**src/rtl/branch_resolve_pkg.sv**
```systemverilog
package branch_resolve_pkg;

   typedef enum logic [2:0] {
      CLS_NONE,
      CLS_REL,
      CLS_BIT,
      CLS_CMP,
      CLS_BSR
   } br_class_e;

   typedef struct packed {
      br_class_e  cls;
      logic [2:0] step;    // bytes from PC to fall-through address
      logic [2:0] cyc;     // cycle cost
      logic       use_x;   // compare against index register
   } br_decode_t;

endpackage

```
**src/rtl/br_decode.sv**
```systemverilog
module br_decode
   import branch_resolve_pkg::*;
(
   input  logic       prefix_sp,
   input  logic [7:0] opcode,
   output br_decode_t dec
);

   always_comb begin
      dec = '{cls: CLS_NONE, step: 3'd0, cyc: 3'd1, use_x: 1'b0};
      if (prefix_sp) begin
         if (opcode == 8'h61)
            dec = '{cls: CLS_CMP, step: 3'd4, cyc: 3'd6, use_x: 1'b0};
      end else if (opcode[7:4] == 4'h0) begin
         dec = '{cls: CLS_BIT, step: 3'd3, cyc: 3'd5, use_x: 1'b0};
      end else if (opcode[7:4] == 4'h2) begin
         if (!(opcode[3:0] inside {4'h2, 4'h7, 4'h8, 4'h9}))
            dec = '{cls: CLS_REL, step: 3'd2, cyc: 3'd3, use_x: 1'b0};
      end else begin
         case (opcode)
            8'h91, 8'h93: dec = '{cls: CLS_REL, step: 3'd2, cyc: 3'd3, use_x: 1'b0};
            8'h31:        dec = '{cls: CLS_CMP, step: 3'd3, cyc: 3'd5, use_x: 1'b0};
            8'h41:        dec = '{cls: CLS_CMP, step: 3'd3, cyc: 3'd4, use_x: 1'b0};
            8'h51:        dec = '{cls: CLS_CMP, step: 3'd3, cyc: 3'd4, use_x: 1'b1};
            8'h61:        dec = '{cls: CLS_CMP, step: 3'd3, cyc: 3'd5, use_x: 1'b0};
            8'h71:        dec = '{cls: CLS_CMP, step: 3'd2, cyc: 3'd4, use_x: 1'b0};
            8'hAD:        dec = '{cls: CLS_BSR, step: 3'd2, cyc: 3'd4, use_x: 1'b0};
            default:      ;
         endcase
      end
   end

endmodule

```
**src/rtl/br_cond.sv**
```systemverilog
module br_cond
   import branch_resolve_pkg::*;
#(
   parameter int DATA_W = 8
) (
   input  br_decode_t        dec,
   input  logic [7:0]        opcode,
   input  logic              fn,
   input  logic              fz,
   input  logic              fv,
   input  logic              fc,
   input  logic              fi,
   input  logic              irq,
   input  logic [DATA_W-1:0] ra,
   input  logic [DATA_W-1:0] rx,
   input  logic [DATA_W-1:0] mem,
   output logic              cond
);

   localparam int NBITS = 8;   // bit index field is opcode[3:1]

   logic [NBITS-1:0] bit_hit;
   logic             sel_bit;
   logic             rel_cond;

   for (genvar g = 0; g < NBITS; g++) begin : g_bitsel
      assign bit_hit[g] = (opcode[3:1] == 3'(g)) & mem[g];
   end
   assign sel_bit = |bit_hit;

   always_comb begin
      rel_cond = 1'b0;
      if (opcode == 8'h91)      rel_cond = fn ^ fv;
      else if (opcode == 8'h93) rel_cond = fz | (fn ^ fv);
      else begin
         case (opcode[3:0])
            4'h0: rel_cond = 1'b1;
            4'h1: rel_cond = 1'b0;
            4'h3: rel_cond = fc | fz;
            4'h4: rel_cond = ~fc;
            4'h5: rel_cond = fc;
            4'h6: rel_cond = ~fz;
            4'hA: rel_cond = ~fn;
            4'hB: rel_cond = fn;
            4'hC: rel_cond = ~fi;
            4'hD: rel_cond = fi;
            4'hE: rel_cond = ~irq;
            4'hF: rel_cond = irq;
            default: rel_cond = 1'b0;
         endcase
      end
   end

   always_comb begin
      case (dec.cls)
         CLS_REL: cond = rel_cond;
         CLS_BIT: cond = opcode[0] ? ~sel_bit : sel_bit;
         CLS_CMP: cond = ((dec.use_x ? rx : ra) == mem);
         CLS_BSR: cond = 1'b1;
         default: cond = 1'b0;
      endcase
   end

endmodule

```
**src/rtl/br_target.sv**
```systemverilog
module br_target #(
   parameter int PC_W  = 16,
   parameter int OFF_W = 8
) (
   input  logic [PC_W-1:0]  pc,
   input  logic [2:0]       step,
   input  logic [OFF_W-1:0] off,
   input  logic             take,
   output logic [PC_W-1:0]  fall,
   output logic [PC_W-1:0]  next
);

   localparam int EXT_W = PC_W - OFF_W;

   logic [PC_W-1:0] off_ext;

   assign off_ext = {{EXT_W{off[OFF_W-1]}}, off};
   assign fall    = pc + PC_W'(step);
   assign next    = take ? (fall + off_ext) : fall;

endmodule

```
**src/rtl/br_count.sv**
```systemverilog
module br_count #(
   parameter int CNT_W = 3
) (
   input  logic             clk,
   input  logic             rst,
   input  logic             load,
   input  logic [CNT_W-1:0] load_val,
   output logic             done
);

   logic [CNT_W-1:0] cnt;

   always_ff @(posedge clk) begin
      if (rst) begin
         cnt  <= '0;
         done <= 1'b0;
      end else if (load) begin
         cnt  <= load_val;
         done <= 1'b0;
      end else if (cnt != '0) begin
         cnt  <= cnt - 1'b1;
         done <= (cnt == CNT_W'(1));
      end else begin
         done <= 1'b0;
      end
   end

endmodule

```
**src/rtl/branch_resolve.sv**
```systemverilog
module branch_resolve
   import branch_resolve_pkg::*;
#(
   parameter int DATA_W = 8,
   parameter int PC_W   = 16,
   parameter int OFF_W  = 8,
   parameter int CNT_W  = 3
) (
   input  logic              clk,
   input  logic              rst,
   input  logic              start,
   input  logic              prefix_sp,
   input  logic [7:0]        opcode,
   input  logic              flag_n,
   input  logic              flag_z,
   input  logic              flag_v,
   input  logic              flag_c,
   input  logic              flag_i,
   input  logic              irq_level,
   input  logic [OFF_W-1:0]  rel_off,
   input  logic [PC_W-1:0]   pc_in,
   input  logic [DATA_W-1:0] reg_a,
   input  logic [DATA_W-1:0] reg_x,
   input  logic [DATA_W-1:0] mem_byte,
   output logic              taken,
   output logic [PC_W-1:0]   next_pc,
   output logic [PC_W-1:0]   ret_addr,
   output logic [CNT_W-1:0]  cycle_count,
   output logic              foreign,
   output logic              done
);

   if (DATA_W < 8) begin : g_chk_data
      $error("DATA_W must cover the 8 bit-test positions");
   end
   if (PC_W <= OFF_W) begin : g_chk_pc
      $error("PC_W must exceed OFF_W");
   end
   if (CNT_W < 3) begin : g_chk_cnt
      $error("CNT_W must hold a cost of 6");
   end

   br_decode_t      dec;
   logic            cond;
   logic            owned;
   logic [PC_W-1:0] fall_pc;
   logic [PC_W-1:0] tgt_pc;

   assign owned = (dec.cls != CLS_NONE);

   br_decode u_dec (
      .prefix_sp (prefix_sp),
      .opcode    (opcode),
      .dec       (dec)
   );

   br_cond #(.DATA_W(DATA_W)) u_cond (
      .dec    (dec),
      .opcode (opcode),
      .fn     (flag_n),
      .fz     (flag_z),
      .fv     (flag_v),
      .fc     (flag_c),
      .fi     (flag_i),
      .irq    (irq_level),
      .ra     (reg_a),
      .rx     (reg_x),
      .mem    (mem_byte),
      .cond   (cond)
   );

   br_target #(.PC_W(PC_W), .OFF_W(OFF_W)) u_tgt (
      .pc   (pc_in),
      .step (dec.step),
      .off  (rel_off),
      .take (cond & owned),
      .fall (fall_pc),
      .next (tgt_pc)
   );

   br_count #(.CNT_W(CNT_W)) u_cnt (
      .clk      (clk),
      .rst      (rst),
      .load     (start),
      .load_val (CNT_W'(dec.cyc)),
      .done     (done)
   );

   always_ff @(posedge clk) begin
      if (rst) begin
         taken       <= 1'b0;
         next_pc     <= '0;
         ret_addr    <= '0;
         cycle_count <= '0;
         foreign     <= 1'b0;
      end else if (start) begin
         taken       <= cond & owned;
         next_pc     <= tgt_pc;
         ret_addr    <= fall_pc;
         cycle_count <= CNT_W'(dec.cyc);
         foreign     <= ~owned;
      end
   end

endmodule

```
**config.mk**
```make
export PLATFORM = sky130hd
export DESIGN_NAME = branch_resolve
export DESIGN_NICKNAME = d
export VERILOG_FILES = /design/src/rtl/branch_resolve_pkg.sv /design/src/rtl/br_decode.sv /design/src/rtl/br_cond.sv /design/src/rtl/br_target.sv /design/src/rtl/br_count.sv /design/src/rtl/branch_resolve.sv
export SDC_FILE = /design/constraint.sdc
export NUM_CORES = 1
export LEC_CHECK = 0
export ABC_AREA = 1
export BUFFER_PORTS_ARGS = -buffer_cell sky130_fd_sc_hd__buf_2
export CAP_MARGIN = 15
export CORE_MARGIN = 3
export CORE_UTILIZATION = 32
export DETAILED_ROUTE_END_ITERATION = 10
export PLACE_DENSITY = 0.62
export SLEW_MARGIN = 5
export SYNTH_ARGS = -nofsm -noshare
export SYNTH_HDL_FRONTEND = slang
export SYNTH_SLANG_ARGS = --single-unit
```
**constraint.sdc**
```tcl
create_clock -name clk -period 5.15 [get_ports clk]
set_input_delay 0.515 -clock clk [delete_from_list [all_inputs] [get_ports clk]]
set_output_delay 0.515 -clock clk [all_outputs]
set_load 0.02 [all_outputs]
```
==> run metrics, run 1 <==
area of the die roughly 13,000 um^2; crit-path most repeated cell nand2_1; cts bufs inserted 5; area of the mapped netlist 3580 um^2; final setup fails 0; core box area 10,900 um^2; minimum clock period after layout 4570 ps; Static Leak 0.00232 uW; Fill cells 1,159; ANT cells 0; largest net degree at the start of global routing 60; outcome finished clean; Boundary Pins 104; chip height between 100 and 150 um; initial drt markers 280; site row count 38; gr ovfl total 0; crit start category primary input; setup TNS 0 ps; grt met1 use 0.237; layout net count 759; actual slew at the worst max-slew pin 682 ps; CTS tree yes; global-route wire length before repair approximately 18 mm; RSZ-0062 raised after global routing no; GRT busiest layer met2; critical path endpoint next_pc[15]; critical path type primary input to flop; HP Class flop to flop; H-tree depth 2; number of max-cap violations 0; Async SR Flop Fraction 0; reg2reg end u_cnt.cnt[0]; Die W roughly 110 um; Synth Warn # 0; VDD IR max 0.000163 V; GRT Util Overall 0.167; pre-CTS WS ~150 ps; CP Launch Point opcode[3]; final hold vios 0; max-slew violations 0; Starting Density 0.329; clock sink count 41; Setup crit end kind flop; Worst Reg-to-Reg Cells 6; Post-Synthesis Cells 571; Tcrit/Tclk final 0.887; GR Layer Usage met3 0.0310; #FFs+latches synth 41; Mean Syn Cell Area 6.27 um^2; Slew HR 0.545; postcts setup bufs 0; Crit path largest cell delay 320 ps; R2R setup slack 3870 ps; worst setup margin between 500 and 600 ps; Layout Skew 0.615 ps; vias per cell 4.94; ANT nets after route 0; CTS max path bufs 2; Root Buffer clkbuf_8; Post-Route WL ~11 mm; WHS between 400 and 500 ps; DRC 0; Worst-path clk slew around 90 ps; ys flop type dfxtp_1; fraction of layout cells with a size suffix above 1 0.219; power density cells 225 nW/um^2; Max stage delay cell, worst path ha_1; port bufs around 100; WL/cell 13.3 um; CP Data Required Time between 5000 and 6000 ps; worst r2r src u_cnt.cnt[0]; later-pin clock latency in the skew report between 200 and 300 ps; vias 4,009; sequential area share after synthesis 0.229; FMAX 219 MHz; initial antenna violation count 0; EDFF count, synth 0; Area Overhead vs Synth 22.6%; M2 GR Usage 0.267; placed wire-length estimate around 8.5 mm; Mapped Nets 660; DRT Pass-1 Iters 5; Yosys cell types 38; Worst Path Arrival 4740 ps; worst-path fanout max 10; vias in the first global route 3,678; Final GP Congestion 0.931
[cell families after synthesis]
kind of cell    synth area share
xor+xnor                  0.0562
buf+inv                    0.101
flops                      0.229
fa+ha+maj                 0.0845
compound gates             0.160
simple gates               0.370
[Yosys cell counts (3+ instances only)]
cell / instances / area share
a21oi_1: 46 / 0.064
clkbuf_1: 11 / 0.012
dfxtp_1: 41 / 0.23
ha_1: 21 / 0.073
inv_1: 69 / 0.072
inv_2: 9 / 0.0094
nand2_1: 139 / 0.15
nand3_1: 50 / 0.070
nand3_4: 3 / 0.015
nand3b_1: 3 / 0.0063
nand4_1: 17 / 0.030
nor2_1: 49 / 0.051
nor2_2: 3 / 0.0052
nor2_4: 5 / 0.016
nor3_1: 7 / 0.0098
o211ai_1: 5 / 0.010
o21ai_0: 38 / 0.053
o21ai_1: 3 / 0.0042
o31ai_1: 3 / 0.0063
or2_2: 5 / 0.0087
xnor2_1: 8 / 0.020
xor2_1: 15 / 0.037
[final cells by class]
cell class	count	area, um^2	area share
Multi-Input combinational cell	437	2420	0.552
Sequential cell	41	821	0.187
Timing Repair Buffer	106	538	0.123
Inverter	79	297	0.0675
Tap cell	140	175	0.0399
Clock buffer	5	68.8	0.0157
Clock inverter	3	68.8	0.0157
[worst min-delay path by stage]
stage	endpoint	slack (ps)	cells past startpoint	from
after floorplan	u_cnt.done	490	3	u_cnt.cnt[2]
after global placement	cycle_count[1]	450	2	cycle_count[1]
after detailed placement	cycle_count[0]	460	2	cycle_count[0]
after CTS	cycle_count[0]	480	2	cycle_count[0]
after global routing	next_pc[12]	510	2	next_pc[12]
final	cycle_count[2]	480	2	cycle_count[2]
[metal layers]
metal | part of all wire | vias to the layer above
met5 | 0 | -
met4 | 0.0074 | 0
met1 | 0.48 | 1828
li1 | - | 2079
met2 | 0.46 | 96
met3 | 0.053 | 6
[flip-flops by register name, summed over array words and instances (netlist names)]
signal / cells
u_cnt.done: 1
cycle_count: 3
u_cnt.cnt: 3
taken: 1
foreign: 1
ret_addr: 16
next_pc: 16
[report_power, final]
group	leakage (uW)	internal, uW	switching, uW	total [uW]
registers	0.000340	341	12.1	353
logic	0.00191	117	200	318
clock network	0.0000687	195	122	317
total	0.00232	653	334	987
[layout by cell type, fill, tap and decap left out, types with 17 or more instances in the layout]
cell type    n
nand2_1    139
buf_2      103
inv_1       69
nand3_1     50
nor2_1      48
a21oi_1     45
dfxtp_1     41
o21ai_0     38
ha_1        21
nand4_1     17
[timing repair]
item / CTS / global route
gates resized for setup: 0 / 5
endpoints found under the setup margin: 0 / 2
endpoints found under the hold margin: 0 / 0
hold buffers: 0 / 0
[critical path: cells and delay by family]
family | cells | cell delay (ps)
fa+ha+maj | 3 | 770
buf+inv | 5 | 410
compound gates | 3 | 640
xor+xnor | 1 | 300
simple gates | 18 | 2100
[through the flow]
step / utilization / total power [uW] / cells / instance area, um^2
after global placement: 0.389 / 671 / 803 / 4230
after CTS: 0.401 / 990 / 811 / 4370
after floorplan: - / 572 / 571 / 3580
after global routing: 0.403 / 1050 / 811 / 4390
after detailed placement: 0.389 / 673 / 803 / 4230
final: 0.403 / 987 / 811 / 4390
(Power assumes the default switching activity.)
==> run 2: changes to the inputs <==
--- a/config.mk
+++ b/config.mk
@@ -11,7 +11,7 @@
 export CORE_MARGIN = 3
 export CORE_UTILIZATION = 32
 export DETAILED_ROUTE_END_ITERATION = 10
-export PLACE_DENSITY = 0.62
+export PLACE_DENSITY = 0.64
 export SLEW_MARGIN = 5
 export SYNTH_ARGS = -nofsm -noshare
 export SYNTH_HDL_FRONTEND = slang
==> constraint.sdc (replaced) <==
create_clock -name clk -period 4.1 [get_ports clk]
set_input_delay 0.41 -clock clk [delete_from_list [all_inputs] [get_ports clk]]
set_output_delay 0.41 -clock clk [all_outputs]
set_load 0.02 [all_outputs]
==> run 2 against run 1 <==
Net effect: sequential cell count unchanged; sequential share of layout area down 2.8 points; clock skew grew 1.1 ps; worst hold slack lost 9.5 ps; first-iteration DRC count decreased by 3.2%; via count up 7.5%; power rose by 30%; critical endpoint unchanged; largest cell class unchanged; largest power group is now combinational cells; highest routed layer unchanged.
==> run metrics, run 2 (synthesized netlist as in run 1, its figures left out) <==
outcome finished clean; CP Launch Point opcode[7]; M2 GR Usage 0.297; GRT busiest layer met2; Area Overhead vs Synth 44.2%; Layout Skew around 1.7 ps; crit start category primary input; H-tree depth 2; Worst Reg-to-Reg Cells 6; internal power 839 uW; initial drt markers 271; Top Registers next_pc: 16 flops, ret_addr: 16 flops; cts bufs inserted 5; multi-input logic area between 2000 and 3000 um^2; R2R setup slack 2850 ps; reg2reg end u_cnt.cnt[0]; grt met1 use 0.243; initial antenna violation count 0; Gate power share 0.383; largest net degree at the start of global routing 59; GR Layer Usage met3 0.0277; minimum clock period after layout 3890 ps; GRT Util Overall 0.178; worst r2r src u_cnt.cnt[0]; critical path endpoint next_pc[15]; Starting Density 0.329; power density cells around 250 nW/um^2; VDD IR max 0.000163 V; Crit path largest cell delay 280 ps; Worst-path clk slew 90 ps; Net Sw Power about 440 uW; clock power share 0.271; switching share of power 0.345; DRT Pass-1 Iters 5; fraction of layout cells with a size suffix above 1 0.353; chip height 112 um; placed wire-length estimate 9.06 mm; layout net count 835; HP Class flop to flop; FMAX 257 MHz; critical path type primary input to flop; Final Util 0.474; port bufs just over 100; clock sink count 41; commonest non-fill, non-tap cell in the layout nand2_1; Fill cells 1,063; gr ovfl total 0; DRC 0; worst setup margin 210 ps; Setup crit end kind flop; Worst Path Arrival 4060 ps; site row count 38; max-slew violations 0; Slew HR 0.553; actual slew at the worst max-slew pin 670 ps; Final GP Congestion 0.894; Max stage delay cell, worst path ha_4; ANT nets after route 0; crit-path most repeated cell nand2_1; Static Leak 0.00272 uW; CP Data Required Time 4270 ps; ANT cells 0; final hold vios 0; CTS tree yes; Root Buffer clkbuf_8; Boundary Pins roughly 100; vias per cell 4.86; area of the die 12,500 um^2; Tcrit/Tclk final 0.949; vias in the first global route 4,049; part of the power in registers 0.346; WL/cell around 13 um; pre-CTS WS -421 ps; CTS max path bufs 2; later-pin clock latency in the skew report 300 ps; global-route wire length before repair 18.8 mm; number of max-cap violations 0; commonest cells after routing, fill and taps aside nand2_1 (134), buf_2 (101), buf_4 (80), inv_1 (66), nand3_1 (46); worst-path fanout max 4; Register Area 821 um^2; final setup fails 0; Post-Route WL 11.6 mm; Die W between 100 and 150 um; vias 4,311; core box area 10,900 um^2
[run 2: changes by cell type in the layout (fill, tap and decap cells not counted), moves of 5 or more]
cell,previous run,this run
nor2_4,5,10
ha_1,21,16
nand2_1,139,134
nor2_2,4,11
buf_4,3,80
nor2_1,48,36
[run 2: worst max-delay path, delay by kind of cell]
kind                       cells  cell delay, ps
and+or+nand+nor               18            1890
xor gates and xnor gates       1             230
adders and majority gates      3             720
buffers and inverters          4             300
AOI/OAI and AO/OA              3             500
[run 2: layer usage]
metal	share of wire	routed length [um]	vias to the layer above
li1	-	-	2235
met5	0	0	-
met3	0.050	585	16
met1	0.46	5360	1963
met2	0.48	5550	97
met4	0.012	143	0
[run 2: worst min-delay path by stage]
stage	startpoint	endpoint	slack, ps	depth (start not counted)
after detailed placement	cycle_count[2]	cycle_count[2]	450	2
final	next_pc[0]	next_pc[0]	470	2
after floorplan	u_cnt.cnt[2]	u_cnt.done	490	3
after global placement	next_pc[1]	next_pc[1]	450	2
after CTS	cycle_count[2]	cycle_count[2]	470	2
after global routing	next_pc[0]	next_pc[0]	490	2
[run 2: layout make-up]
cell class	count	share of cell area
flip-flops and latches	41	0.159
repair buffers	182	0.216
inverters	79	0.0579
clock buffers	6	0.0160
well taps	140	0.0339
clock inverters	2	0.00727
multi-input cells	437	0.510
[run 2: power by group through the flow]
stage	clock (uW)	sequential (uW)	combinational (uW)
after floorplan	0	482	237
final	347	443	490
after global routing	367	446	546
after CTS	353	443	457
after detailed placement	0	452	453
after global placement	0	452	449
[run 2: repair_timing]
item | 4_1_cts | 5_1_grt
setup buffers | 0 | 9
hold buffers | 0 | 0
pin swaps | 1 | 33
gates resized for setup | 3 | 57
setup endpoints to repair | 2 | 11
[run 2: stage by stage]
step | hold WS [ps] | cells | total power (uW) | area [um^2] | TNS (ps)
6_report | 467 | 887 | 1280 | 5160 | 0
5_1_grt | 486 | 887 | 1360 | 5160 | -319
4_1_cts | 467 | 878 | 1250 | 4860 | 0
3_5_place_dp | 453 | 870 | 905 | 4730 | -1920
3_3_place_gp | 453 | 870 | 901 | 4730 | -1300
2_1_floorplan | 489 | 571 | 719 | 3580 | 0
